==> src/rtl/gpioPortPkg.sv <==
package gpioPortPkg;

  typedef enum logic [1:0] {
    SEL_PORT = 2'd0,
    SEL_DIR  = 2'd1,
    SEL_FUNC = 2'd2,
    SEL_NONE = 2'd3
  } regSel_e;

  typedef struct packed {
    logic    wrData;
    logic    wrDir;
    logic    wrFunc;
    logic    rdEn;
    regSel_e rdSel;
  } portStrobe_t;

endpackage

==> src/rtl/portSync.sv <==
module portSync #(
  parameter int   WIDTH     = 1,
  parameter int   STAGES    = 2,
  parameter logic RESET_VAL = 1'b0
) (
  input  logic             clk,
  input  logic             rstN,
  input  logic [WIDTH-1:0] d,
  output logic [WIDTH-1:0] q
);
  logic [WIDTH-1:0] stage [STAGES];

  for (genvar s = 0; s < STAGES; s++) begin : g_stage
    if (s == 0) begin : g_first
      always_ff @(posedge clk or negedge rstN)
        if (!rstN) stage[0] <= {WIDTH{RESET_VAL}};
        else       stage[0] <= d;
    end else begin : g_next
      always_ff @(posedge clk or negedge rstN)
        if (!rstN) stage[s] <= {WIDTH{RESET_VAL}};
        else       stage[s] <= stage[s-1];
    end
  end

  assign q = stage[STAGES-1];
endmodule

==> src/rtl/portCtrl.sv <==
module portCtrl
  import gpioPortPkg::*;
(
  input  logic        clk,
  input  logic        rstN,
  input  logic        busValid,
  input  logic        busWrite,
  input  logic [1:0]  busAddr,
  output portStrobe_t stb
);
  regSel_e sel;

  always_comb begin
    unique case (busAddr)
      2'd0:    sel = SEL_PORT;
      2'd1:    sel = SEL_DIR;
      2'd2:    sel = SEL_FUNC;
      default: sel = SEL_NONE;
    endcase
  end

  always_comb begin
    stb        = '0;
    stb.rdSel  = sel;
    stb.rdEn   = busValid && !busWrite;
    stb.wrData = busValid && busWrite && (sel == SEL_PORT);
    stb.wrDir  = busValid && busWrite && (sel == SEL_DIR);
    stb.wrFunc = busValid && busWrite && (sel == SEL_FUNC);
  end

  // at most one register is addressed per access
  a_r10_one_target: assert property (@(posedge clk) disable iff (!rstN)
    $onehot0({stb.wrData, stb.wrDir, stb.wrFunc, stb.rdEn}));

endmodule

==> src/rtl/portData.sv <==
module portData
  import gpioPortPkg::*;
#(
  parameter int PINS     = 12,
  parameter int TMR_OUTS = 4,
  parameter int TMR_CLKS = 2,
  parameter int ADR_PINS = 6
) (
  input  logic                clk,
  input  logic                rstN,
  input  portStrobe_t         stb,
  input  logic [PINS-1:0]     wdata,
  output logic [PINS-1:0]     rdata,
  input  logic                singleChip,
  input  logic                odSync,
  input  logic [PINS-1:0]     pinSync,
  output logic [PINS-1:0]     pinOut,
  output logic [PINS-1:0]     pinOe,
  input  logic [TMR_OUTS-1:0] timerOut,
  output logic [TMR_CLKS-1:0] timerClk,
  input  logic [ADR_PINS-1:0] addrHigh
);
  localparam int CLK_LO = TMR_OUTS;
  localparam int ADR_LO = PINS - ADR_PINS;

  logic [PINS-1:0] dataReg, dirReg, funcReg;
  logic [PINS-1:0] altAvail, altIsOut, altSrc;
  logic [PINS-1:0] drivesAlt, genOut, portView;

  always_ff @(posedge clk or negedge rstN) begin
    if (!rstN) begin
      dataReg <= '0;
      dirReg  <= '0;
      funcReg <= '0;
    end else begin
      if (stb.wrData) dataReg <= wdata;
      if (stb.wrDir)  dirReg  <= wdata;
      if (stb.wrFunc) funcReg <= wdata;
    end
  end

  for (genvar i = 0; i < PINS; i++) begin : g_pin
    if (i < CLK_LO) begin : g_tmrOut
      assign altAvail[i] = 1'b1;
      assign altIsOut[i] = 1'b1;
      assign altSrc[i]   = timerOut[i];
    end else if (i < CLK_LO + TMR_CLKS) begin : g_tmrClk
      assign altAvail[i] = 1'b1;
      assign altIsOut[i] = 1'b0;
      assign altSrc[i]   = 1'b0;
    end else if (i >= ADR_LO) begin : g_addr
      assign altAvail[i] = !singleChip;
      assign altIsOut[i] = 1'b1;
      assign altSrc[i]   = addrHigh[i-ADR_LO];
    end else begin : g_plain
      assign altAvail[i] = 1'b0;
      assign altIsOut[i] = 1'b0;
      assign altSrc[i]   = 1'b0;
    end

    logic useAlt;
    assign useAlt       = funcReg[i] && altAvail[i];
    assign drivesAlt[i] = useAlt && altIsOut[i];
    assign genOut[i]    = !useAlt && dirReg[i];
    assign pinOe[i]     = drivesAlt[i] || (genOut[i] && odSync);
    assign pinOut[i]    = drivesAlt[i] ? altSrc[i] : dataReg[i];
    assign portView[i]  = (drivesAlt[i] || genOut[i]) ? dataReg[i] : pinSync[i];
  end

  assign timerClk = pinSync[CLK_LO +: TMR_CLKS];

  always_ff @(posedge clk or negedge rstN) begin
    if (!rstN) begin
      rdata <= '0;
    end else if (stb.rdEn) begin
      unique case (stb.rdSel)
        SEL_PORT: rdata <= portView;
        SEL_DIR:  rdata <= dirReg;
        SEL_FUNC: rdata <= funcReg;
        default:  rdata <= '0;
      endcase
    end
  end

  // a port write always lands in the data register
  a_r2_write_lands: assert property (@(posedge clk) disable iff (!rstN)
    stb.wrData |=> (dataReg == $past(wdata)));

  // read data moves only on a read request
  a_r11_rdata_hold: assert property (@(posedge clk) disable iff (!rstN)
    !stb.rdEn |=> $stable(rdata));

  // in single-chip mode the address pins drive only as general outputs
  a_r9_single_chip: assert property (@(posedge clk) disable iff (!rstN)
    singleChip |-> ((pinOe[PINS-1:ADR_LO] & ~dirReg[PINS-1:ADR_LO]) == '0));

endmodule

==> src/rtl/gpioPort.sv <==
module gpioPort
  import gpioPortPkg::*;
#(
  parameter int PINS     = 12,
  parameter int TMR_OUTS = 4,
  parameter int TMR_CLKS = 2,
  parameter int ADR_PINS = 6,
  parameter int SYNC_LEN = 2
) (
  input  logic                clk,
  input  logic                rstN,
  input  logic                singleChip,
  input  logic                outDisN,
  input  logic                busValid,
  input  logic                busWrite,
  input  logic [1:0]          busAddr,
  input  logic [PINS-1:0]     busWdata,
  output logic [PINS-1:0]     busRdata,
  input  logic [PINS-1:0]     pinIn,
  output logic [PINS-1:0]     pinOut,
  output logic [PINS-1:0]     pinOe,
  input  logic [TMR_OUTS-1:0] timerOut,
  output logic [TMR_CLKS-1:0] timerClk,
  input  logic [ADR_PINS-1:0] addrHigh
);
  localparam int QUIET_LO = TMR_OUTS;
  localparam int QUIET_HI = PINS - ADR_PINS - 1;

  portStrobe_t     stb;
  logic [PINS-1:0] pinSync;
  logic            odSync;

  portCtrl u_ctrl (
    .clk(clk), .rstN(rstN), .busValid(busValid), .busWrite(busWrite),
    .busAddr(busAddr), .stb(stb)
  );

  portSync #(.WIDTH(PINS), .STAGES(SYNC_LEN), .RESET_VAL(1'b0)) u_pinSync (
    .clk(clk), .rstN(rstN), .d(pinIn), .q(pinSync)
  );

  portSync #(.WIDTH(1), .STAGES(SYNC_LEN), .RESET_VAL(1'b0)) u_odSync (
    .clk(clk), .rstN(rstN), .d(outDisN), .q(odSync)
  );

  portData #(
    .PINS(PINS), .TMR_OUTS(TMR_OUTS), .TMR_CLKS(TMR_CLKS), .ADR_PINS(ADR_PINS)
  ) u_data (
    .clk(clk), .rstN(rstN), .stb(stb), .wdata(busWdata), .rdata(busRdata),
    .singleChip(singleChip), .odSync(odSync), .pinSync(pinSync),
    .pinOut(pinOut), .pinOe(pinOe), .timerOut(timerOut),
    .timerClk(timerClk), .addrHigh(addrHigh)
  );

  // pins with no alternate output go quiet once the disable has been low two cycles
  a_r5_od_quiet: assert property (@(posedge clk) disable iff (!rstN)
    (!outDisN ##1 !outDisN) |=> (pinOe[QUIET_HI:QUIET_LO] == '0));

  // no pin drives while reset is applied
  always_comb begin
    if (!rstN) a_r1_reset_quiet: assert (pinOe == '0);
  end

endmodule

==> config.mk <==
export PLATFORM = sky130hd
export DESIGN_NAME = gpioPort
export DESIGN_NICKNAME = d
export VERILOG_FILES = /design/src/rtl/gpioPortPkg.sv /design/src/rtl/portSync.sv /design/src/rtl/portCtrl.sv /design/src/rtl/portData.sv /design/src/rtl/gpioPort.sv
export SDC_FILE = /design/constraint.sdc
export NUM_CORES = 1
export LEC_CHECK = 0
export ABC_AREA = 1
export BUFFER_PORTS_ARGS = -buffer_cell sky130_fd_sc_hd__buf_2
export CAP_MARGIN = 40
export CORE_UTILIZATION = 53
export DETAILED_ROUTE_END_ITERATION = 16
export PLACE_DENSITY_LB_ADDON = 0.3
export SETUP_SLACK_MARGIN = 0.2
export SYNTH_ARGS = -nofsm -noshare
export SYNTH_HDL_FRONTEND = slang
export SYNTH_SLANG_ARGS = --single-unit
==> constraint.sdc <==
create_clock -name clk -period 1.2 [get_ports clk]
set_input_delay 0.06 -clock clk [delete_from_list [all_inputs] [get_ports clk]]
set_output_delay 0.06 -clock clk [all_outputs]
set_load 0.02 [all_outputs]
* Word level (Yosys, flattened, before mapping)
Cells that the tools add are included.
** Word-level totals
- Register bits :: 74
- Bits of input ports :: 42
- Output and inout bits :: 38
- Word-level logic and storage cells :: 107
** Operators by class
- Equal/unequal tests :: 4
- Mux-type cells :: 24
- Reduce and logical (&&, ||, !) cells :: 71
** Operator list (count)
- $pmux 12 s3 :: 1
- $logic_and 1x1->1 :: 35
- $mux 1 :: 22
- $logic_or 1x1->1 :: 20
- $logic_not 1->1 :: 14
- $pmux 2 s3 :: 1
- $eq 2x1->1 const B :: 2
- $eq 2x2->1 const B :: 2
- $logic_not 2->1 :: 2

* Longest topological paths before layout
Gate-level depths: netlist of run 1.
- Depth in word-level cells :: 7
- Gate-level depth with buffers :: 9
- Mapped depth without buffers :: 8

* Hierarchy
From an unflattened synthesis of run 1, not the netlist that was laid out.
** Second synthesis, totals
- Cell total of the unflattened synthesis :: 386
- Area total of the unflattened synthesis :: 3318.2 um^2
** By module, submodules not included
- portData :: instances 1, cells an instance 335, area each 2528.7 um^2, sequential area each 1201.2 um^2
- portSync at u_pinSync :: instances 1, cells an instance 36, area each 690.7 um^2, sequential area each 600.6 um^2
- portSync at u_odSync :: instances 1, cells an instance 2, area each 50.0 um^2, sequential area each 50.0 um^2
- portCtrl :: instances 1, cells an instance 13, area each 48.8 um^2, sequential area each 0.0 um^2

* Least setup slack after synthesis of run 1
OpenSTA, ideal clock, no wires.
- Path type :: register to output
- Start point :: reg u_odSync.stage (netlist bit u_odSync.q)
- End point :: out pinOe[0]
- Arrival time :: 999 ps
- Path slack :: 141 ps
- Cell stages (with the launch flop) :: 4
- Path buffers :: 1
- Cells stage by stage :: dfrtp_1 > inv_1 > clkbuf_1 > o21ai_0
** Between the ends
- Longest elaborated chain between the ends :: 2
** Ends and longest elaborated chain
- start, declared :: RTL line portSync.sv:11 : logic [WIDTH-1:0] stage [STAGES];
- start signal, assigned by index :: RTL line portSync.sv:20 : if (!rstN) stage[s] <= {WIDTH{RESET_VAL}};
- start signal, assigned by index :: RTL line portSync.sv:21 : else stage[s] <= stage[s-1];
- $logic_and 1x1->1 :: RTL line portData.sv:65 : assign pinOe[i] = drivesAlt[i] || (genOut[i] && odSync);
- $logic_or 1x1->1 :: RTL line portData.sv:65
- end, declared :: RTL line gpioPort.sv:21 : output logic [PINS-1:0] pinOe,
No other way between the ends.

* Worst setup path after layout of run 1
- Start point :: reg u_odSync.stage (netlist bit u_odSync.q)
- End point :: out pinOe[10]
Same word-level chain as after synthesis.

==> results of run 1 <==
## cell usage after synthesis (all sizes together)
| library cell | n | share of area |
|---|---|---|
| nand3 | 30 | 0.046 |
| nand2 | 127 | 0.15 |
| nor2 | 11 | 0.016 |
| dfrtp | 74 | 0.57 |
| clkbuf | 3 | 0.0038 |
| o21ai | 60 | 0.099 |
| buf | 12 | 0.028 |
| inv | 65 | 0.076 |
| a21oi | 6 | 0.0092 |
## cell usage in the layout (no fill, tap or decap), types with 2 or more instances in the layout
cell type and count:
o21ai_1 18, nor2_1 5, nand2_4 4, o21ai_0 20, dfrtp_1 74, buf_6 29, buf_2 51, nand2_1 112
inv_6 2, inv_2 4, o21ai_2 20, inv_1 59, buf_4 42, dlygate4sd3_1 25, nand3_1 29, nor2_2 4
nand2_2 11, clkbuf_8 9, nor2_4 2, a21oi_1 4, o21ai_4 2, a21oi_2 2, clkinvlp_4 3
## per-stage QoR
stage | power (mW) | cells | setup TNS (ns) | area [sq um] | worst slack (ns)
global route | 7.82 | 612 | -3.34 | 4750 | -0.220
global placement | 4.60 | 532 | 0 | 3690 | 0.120
finish | 7.46 | 612 | -2.41 | 4750 | -0.178
detailed placement | 4.65 | 532 | 0 | 3690 | 0.0582
CTS | 7.00 | 592 | -1.76 | 4440 | -0.131
floorplan | 4.12 | 388 | 0 | 3250 | 0.141
## state kept, by name, indices dropped and copies added, names as in the netlist
signal           flops
u_data.dataReg      12
u_data.dirReg       12
u_data.funcReg      12
u_data.rdata        12
u_pinSync.q         12
u_pinSync.stage     12
u_odSync.q           1
u_odSync.stage       1
## cell type report
cell class / instances / area (sq um) / area share
flip-flops and latches: 74 / 1850 / 0.389
multi-input cells: 234 / 1190 / 0.251
repair buffers: 148 / 1170 / 0.246
inverters: 65 / 250 / 0.0526
clock buffers: 9 / 124 / 0.0261
well taps: 75 / 93.8 / 0.0197
clock inverters: 7 / 76.3 / 0.0161
## per-layer routing
layer,share of wire,routed length [microns],vias to the layer above,GRT usage
met3,0.059,532,39,0.0705
met5,0,0,-,0
met1,0.39,3520,1475,0.315
met4,0.039,357,0,0.145
li1,-,-,1481,-
met2,0.51,4640,146,0.453
## tightest hold or removal path, stage by stage
cell	delay [ns]
buf_2	0.07
inv_1	0.06
o21ai_2	0.14
## power groups by stage
stage / sequential [mW] / clock (mW) / combinational, mW
after floorplan: 3.16 / 0 / 0.968
after global routing: 3.13 / 2.10 / 2.59
final: 3.10 / 1.98 / 2.38
after detailed placement: 3.11 / 0 / 1.54
after CTS: 3.06 / 1.98 / 1.97
after global placement: 3.10 / 0 / 1.50
## what timing repair did
item	4_1_cts	5_1_grt
hold endpoints to repair	106	0
setup endpoints to repair	25	39
setup buffers	19	20
gates resized for setup	67	51
hold buffers	25	0
pin swaps	6	8
## cell families (layout without fill, tap and decap cells)
| kind of cell | Yosys count | after routing |
|---|---|---|
| buf+inv | 80 | 229 |
| compound gates | 66 | 66 |
| simple gates | 168 | 168 |
| flops | 74 | 74 |
## worst min-delay path by stage
stage          slack, ns  cells after the start    startpoint                             to
2_1_floorplan      -0.24                      0          rstN  u_data.dataReg[0]$_DFFE_PN0P_
3_3_place_gp        0.10                      2          rstN    u_data.rdata[1]$_DFFE_PN0P_
3_5_place_dp        0.11                      2          rstN    u_data.rdata[1]$_DFFE_PN0P_
4_1_cts             0.01                      3  busWdata[11]  u_data.dirReg[11]$_DFFE_PN0P_
5_1_grt            0.003                      3  busWdata[11]  u_data.dirReg[11]$_DFFE_PN0P_
6_report           0.004                      3  busWdata[11]  u_data.dirReg[11]$_DFFE_PN0P_
==> run summary, run 1 <==
CRITICAL PATH
-------------------------------------------------------------------------------------
Critical register-to-register path endpoint                              u_data.rdata[11]$_DFFE_PN0P_
Reg2reg path depth                                                                  9
Start of the worst register-to-register path                             u_data.funcReg[11]$_DFFE_PN0P_
Slowest library cell on the worst path                                        dfrtp_1
Critical path buffer and inverter count                                             3
Crit path top cell by count                                                     buf_6
Arrival time of data at the critical path endpoint                            1.32 ns
Data required time of the critical path                                       1.14 ns
Critical Path Start                                                      u_odSync.q$_DFF_PN0_
Maximum fanout encountered on the critical timing path                              6
Maximum single-stage delay on the critical path                               0.39 ns
Number of cells on the critical path                                                4
Setup crit start kind                                                        register
Worst setup endpoint                                                        pinOe[10]
Worst setup path class                                                   register to primary output
Setup slack, reg-to-reg                                                       0.01 ns
Worst-path cell chain                                                    clkinvlp_4, buf_6, o21ai_4, buf_6
Capturing element type of the critical path                              primary output
Top delay family on crit path                                            buffers and inverters

LOGIC SYNTHESIS
-------------------------------------------------------------------------------------
Xor/xnor cell area share of the yosys netlist                                       0
Synthesized net count                                                             430
Yosys cell types                                                                   20
Share of the synthesized area in compound gates (AO/OA/AOI/OAI)                 0.108
#FFs+latches synth                                                                 74
Post-synthesis cell area                                                   3250 sq um
Post-synthesis mux area share                                                       0
Per-instance average area after synthesis                                  8.38 sq um
Dominant combinational cell family by area after synthesis               simple AND/OR/NAND/NOR gates
Synth warn                                                                          0
Number of instances in the synthesized netlist                                    388
Post-synthesis simple-gate area fraction                                        0.215
Area share of fa/ha/maj cells after synthesis                                       0
Sequential cell area fraction in the yosys report                               0.569

RUN STATUS
-------------------------------------------------------------------------------------
Failing checks                                                           negative setup slack
Outcome                                                                  finished with violations

TIMING
-------------------------------------------------------------------------------------
Worst-Margin Slew                                                            0.488 ns
Final critical delay including setup and external delays                      1.38 ns
Endpoints failing hold                                                              0
Final clock skew                                                           0.00948 ns
Worst setup slack after layout                                              -0.178 ns
Max-slew violation count                                                            0
Final worst hold slack                                                     0.00435 ns
Final period util                                                                1.15
Normalized max-slew margin                                                      0.673
Achievable clock frequency                                                    726 MHz
Setup repair after global routing missed its margin                               yes
Final Setup Violations                                                             18

GLOBAL ROUTE
-------------------------------------------------------------------------------------
Wire length of the first global-routing pass                                  12.7 mm
Maximum number of pins on one net before global-route repair                       75
Number of antenna violations at the first check in global routing                   0
Global router's overall resource usage                                          0.270
Vias in the first global route                                                  2,797
Congestion Overflow GR                                                              0

DETAILED ROUTING
-------------------------------------------------------------------------------------
Number of DRC violations after detailed-routing iteration 0                       256
DR DRC count                                                                        0
Pre-antenna DRT Iters                                                               5
Number of nets still failing antenna checks after routing                           0
Via count                                                                       3,141
Routed via count divided by cell count                                           5.13
Total routed wirelength                                                       9.05 mm
Detail-routed net length per standard cell                               14.8 microns

POWER
-------------------------------------------------------------------------------------
Net switching power of the design                                             2.54 mW
Part of the total power dissipated in the clock network                         0.265
Leakage power of the design                                                   2.55 nW
Sequential share of power                                                       0.415
Net Sw Frac                                                                     0.341
Gate power share                                                                0.320
Power density over the cells                                             1570 nW/um^2
Worst voltage drop across the vdd grid                                        1.03 mV
Internal Pwr Total                                                            4.92 mW

CELLS AND AREA
-------------------------------------------------------------------------------------
Area growth syn-to-layout                                                       46.2%
Final core utilization                                                          0.803
Net count reported at finish                                                      574
Fill cells                                                                        357
Number of antenna diodes                                                            0
Share of final-layout standard cells stronger than drive strength 1             0.356

CTS
-------------------------------------------------------------------------------------
Clock buffers created by TritonCTS                                                  9
Clock sink count                                                                   74
Clock-pin slew of the registers on the worst-case setup and hold paths        0.08 ns
Root Buffer Master                                                           clkbuf_8
CTS tree                                                                         done
Clock insertion delay at the later pin of the skew report                     0.37 ns
H-tree depth reported by CTS                                                        3
Clock buffer depth                                                                  2

PLACED DESIGN
-------------------------------------------------------------------------------------
Placed wire-length estimate after detailed placement                          4.59 mm
Number of buffer cells added on primary ports                                      79
Global placement routability congestion                                         0.815

FLOORPLAN
-------------------------------------------------------------------------------------
Number of I/O pins                                                                 80
Floorplan row count                                                                28
Total die area                                                             6460 sq um
Area of the core region                                                    5920 sq um
Initial core utilization                                                        0.549
Die width                                                                80.3 microns
Y dimension of the die                                                   80.3 microns

WORST HOLD PATH
-------------------------------------------------------------------------------------
Tightest Hold Check Type                                                 input port to register

FLOW RUN
-------------------------------------------------------------------------------------
Number of violations of the max-capacitance limit                                   0

No activity file was read; power rests on OpenSTA's default activity.
==> run 2, diff against run 1 <==
--- a/config.mk
+++ b/config.mk
@@ -15,3 +15,4 @@
 export SYNTH_ARGS = -nofsm -noshare
 export SYNTH_HDL_FRONTEND = slang
 export SYNTH_SLANG_ARGS = --single-unit
+export TNS_END_PERCENT = 5
==> run summary, run 2 (synthesized netlist as in run 1, its figures left out) <==
CTS
-------------------------------------------------------------------------------------
Clock-pin slew of the registers on the worst-case setup and hold paths        0.08 ns   about the same
Clock insertion delay at the later pin of the skew report                     0.36 ns   about the same
Clock buffer depth                                                                  2   unchanged
CTS tree                                                                         done
Clock buffers created by TritonCTS                                                  9   unchanged
Root Buffer Master                                                           clkbuf_8
H-tree depth reported by CTS                                                        3   unchanged
Clock sink count                                                                   74   unchanged

POWER
-------------------------------------------------------------------------------------
Gate power share                                                                0.279   -0.041
Part of the total power dissipated in the clock network                         0.278   +0.013
Net Sw Frac                                                                     0.336   -0.00426
Power density over the cells                                             1580 nW/um^2   +0.85%
Sequential share of power                                                       0.443   +0.028
Post-layout power                                                             7.02 mW   -5.9%
Leakage power of the design                                                   2.36 nW   -7.5%
Internal Pwr Total                                                            4.66 mW   -5.3%
Net switching power of the design                                             2.36 mW   -7.0%
Worst voltage drop across the vdd grid                                        1.06 mV   +2.8%

GLOBAL ROUTE
-------------------------------------------------------------------------------------
Number of antenna violations at the first check in global routing                   0   unchanged
Global router's overall resource usage                                          0.256   -0.0143
Congestion Overflow GR                                                              0   unchanged
Most heavily used metal layer in global routing                                  met2
Maximum number of pins on one net before global-route repair                       75   unchanged
Vias in the first global route                                                  2,686   -4.0%
Wire length of the first global-routing pass                                  12.1 mm   -4.6%
Met2 Resource Use GR                                                            0.434   -0.0186
Grt met1 use                                                                    0.298   -0.0172
Met3 usage                                                                     0.0716   +0.00114

CRITICAL PATH
-------------------------------------------------------------------------------------
Setup crit start kind                                                        register
Data required time of the critical path                                       1.14 ns   about the same
Critical register-to-register path endpoint                              u_data.rdata[6]$_DFFE_PN0P_
Setup slack, reg-to-reg                                                       0.10 ns   +0.09 ns
Capturing element type of the critical path                              primary output
Maximum fanout encountered on the critical timing path                              6   unchanged
Arrival time of data at the critical path endpoint                            1.32 ns   about the same
Start of the worst register-to-register path                             u_data.funcReg[6]$_DFFE_PN0P_
Reg2reg path depth                                                                  8   -1
Worst setup path class                                                   register to primary output

CELLS AND AREA
-------------------------------------------------------------------------------------
Number of antenna diodes                                                            0   unchanged
Area growth syn-to-layout                                                       36.4%
Most common library cell in the layout ignoring fill and taps                 nand2_1
Top library cells by usage in the layout, fill and taps aside            nand2_1 (116), dfrtp_1 (71), inv_1 (55)
Share of final-layout standard cells stronger than drive strength 1             0.308   -0.0475
Net count reported at finish                                                      540   -5.9%

PLACED DESIGN
-------------------------------------------------------------------------------------
Global placement routability congestion                                         0.815   unchanged
Number of buffer cells added on primary ports                                      79   unchanged
Placed wire-length estimate after detailed placement                          4.59 mm   unchanged

DETAILED ROUTING
-------------------------------------------------------------------------------------
Detail-routed net length per standard cell                               13.4 microns   -9.3%
Number of DRC violations after detailed-routing iteration 0                       228   -11%
Via count                                                                       2,867   -8.7%
DR DRC count                                                                        0   unchanged
Routed via count divided by cell count                                           4.96   -3.4%
Total routed wirelength                                                       7.75 mm   -14%
Pre-antenna DRT Iters                                                               4   -1
Number of nets still failing antenna checks after routing                           0   unchanged

TIMING
-------------------------------------------------------------------------------------
Worst-Margin Slew                                                            0.482 ns   -0.00567 ns
Endpoints failing hold                                                              0   unchanged
Final clock skew                                                           0.00470 ns   -0.00478 ns
Final worst hold slack                                                     0.00693 ns   +0.00259 ns
Max-slew violation count                                                            0   unchanged
Worst setup slack after layout                                              -0.176 ns   +0.00233 ns
Setup repair after global routing missed its margin                               yes
Final critical delay including setup and external delays                      1.38 ns   -0.00233 ns
Achievable clock frequency                                                    727 MHz   +0.17%
Final period util                                                                1.15   -0.00194
Normalized max-slew margin                                                      0.677   +0.00379
Final Setup Violations                                                             18   unchanged

RUN STATUS
-------------------------------------------------------------------------------------
Outcome                                                                  finished with violations
Failing checks                                                           negative setup slack

FLOORPLAN
-------------------------------------------------------------------------------------
Total die area                                                             6460 sq um   unchanged
Initial core utilization                                                        0.549   unchanged
Number of I/O pins                                                                 80   unchanged
Die width                                                                80.3 microns   unchanged
Y dimension of the die                                                   80.3 microns   unchanged
Area of the core region                                                    5920 sq um   unchanged
Floorplan row count                                                                28   unchanged

WORST HOLD PATH
-------------------------------------------------------------------------------------
End point of the worst hold path                                         u_data.dirReg[11]$_DFFE_PN0P_
Worst Min Path Start                                                     busWdata[11]
Tightest Hold Check Type                                                 input port to register
Worst Hold Depth                                                                    3   unchanged

FLOW RUN
-------------------------------------------------------------------------------------
Number of violations of the max-capacitance limit                                   0   unchanged

==> run 2: changes by cell type in the layout (fill, tap and decap cells not counted), moves of 2 or more <==
cell,before,now
buf_6,29,19
nand2_1,112,116
dfrtp_1,74,71
buf_4,42,18
o21ai_2,20,14
inv_1,59,55
o21ai_1,18,22
dfrtp_2,0,3
o21ai_0,20,22
nand2_2,11,7
inv_2,4,8
==> run 2: final cells by class <==
type	count	area, sq um
Clock inverter	7	76.3
Clock buffer	9	124
Multi-Input combinational cell	234	1160
Timing Repair Buffer	114	875
Tap cell	75	93.8
Inverter	65	250
Fill cell	424	1480
Sequential cell	74	1860
==> run 2: stage by stage <==
step | cells | utilization | setup slack [ns] | setup TNS (ns) | instance area (sq um)
after floorplan | 388 | - | 0.141 | 0 | 3250
after global placement | 532 | 0.623 | 0.120 | 0 | 3690
after detailed placement | 532 | 0.623 | 0.0582 | 0 | 3690
after CTS | 575 | 0.725 | -0.131 | -1.90 | 4290
after global routing | 578 | 0.750 | -0.206 | -3.02 | 4440
final | 578 | 0.750 | -0.176 | -2.17 | 4440
==> run 2: worst max-delay path: stages, from the launching register on <==
cell and delay (ns):
dfrtp_1 0.38, clkinvlp_4 0.12, buf_6 0.16, o21ai_2 0.16
buf_6 0.14
==> run 2: metal layers <==
| layer | vias to the layer above | share of wire |
|---|---|---|
| met3 | 17 | 0.069 |
| met2 | 102 | 0.51 |
| li1 | 1415 | - |
| met4 | 0 | 0.019 |
| met1 | 1333 | 0.40 |
| met5 | - | 0 |
==> run 2: power by group through the flow <==
stage / Combinational, mW / Sequential, mW / Clock, mW
6_report: 1.96 / 3.11 / 1.95
2_1_floorplan: 0.968 / 3.16 / 0
3_5_place_dp: 1.54 / 3.11 / 0
5_1_grt: 2.17 / 3.16 / 2.07
4_1_cts: 1.80 / 3.08 / 1.98
3_3_place_gp: 1.50 / 3.10 / 0
==> run 2: worst max path at each step <==
stage / from / end / slack [ns] / depth (start not counted)
floorplan: u_odSync.q$_DFF_PN0_ / pinOe[0] / 0.14 / 3
global placement: u_odSync.q$_DFF_PN0_ / pinOe[11] / 0.12 / 3
detailed placement: u_odSync.q$_DFF_PN0_ / pinOe[11] / 0.06 / 3
CTS: u_odSync.q$_DFF_PN0_ / pinOe[3] / -0.13 / 4
global route: u_odSync.q$_DFF_PN0_ / pinOe[8] / -0.21 / 4
finish: u_odSync.q$_DFF_PN0_ / pinOe[8] / -0.18 / 4
==> run 2: repair_timing <==
| action | in CTS | in global routing |
|---|---|---|
| pin swaps | 5 | 8 |
| hold buffers | 25 | 0 |
| setup endpoints to repair | 25 | 38 |
| gates resized for setup | 60 | 43 |
| hold endpoints to repair | 106 | 0 |
| buffers inserted | 2 | 3 |
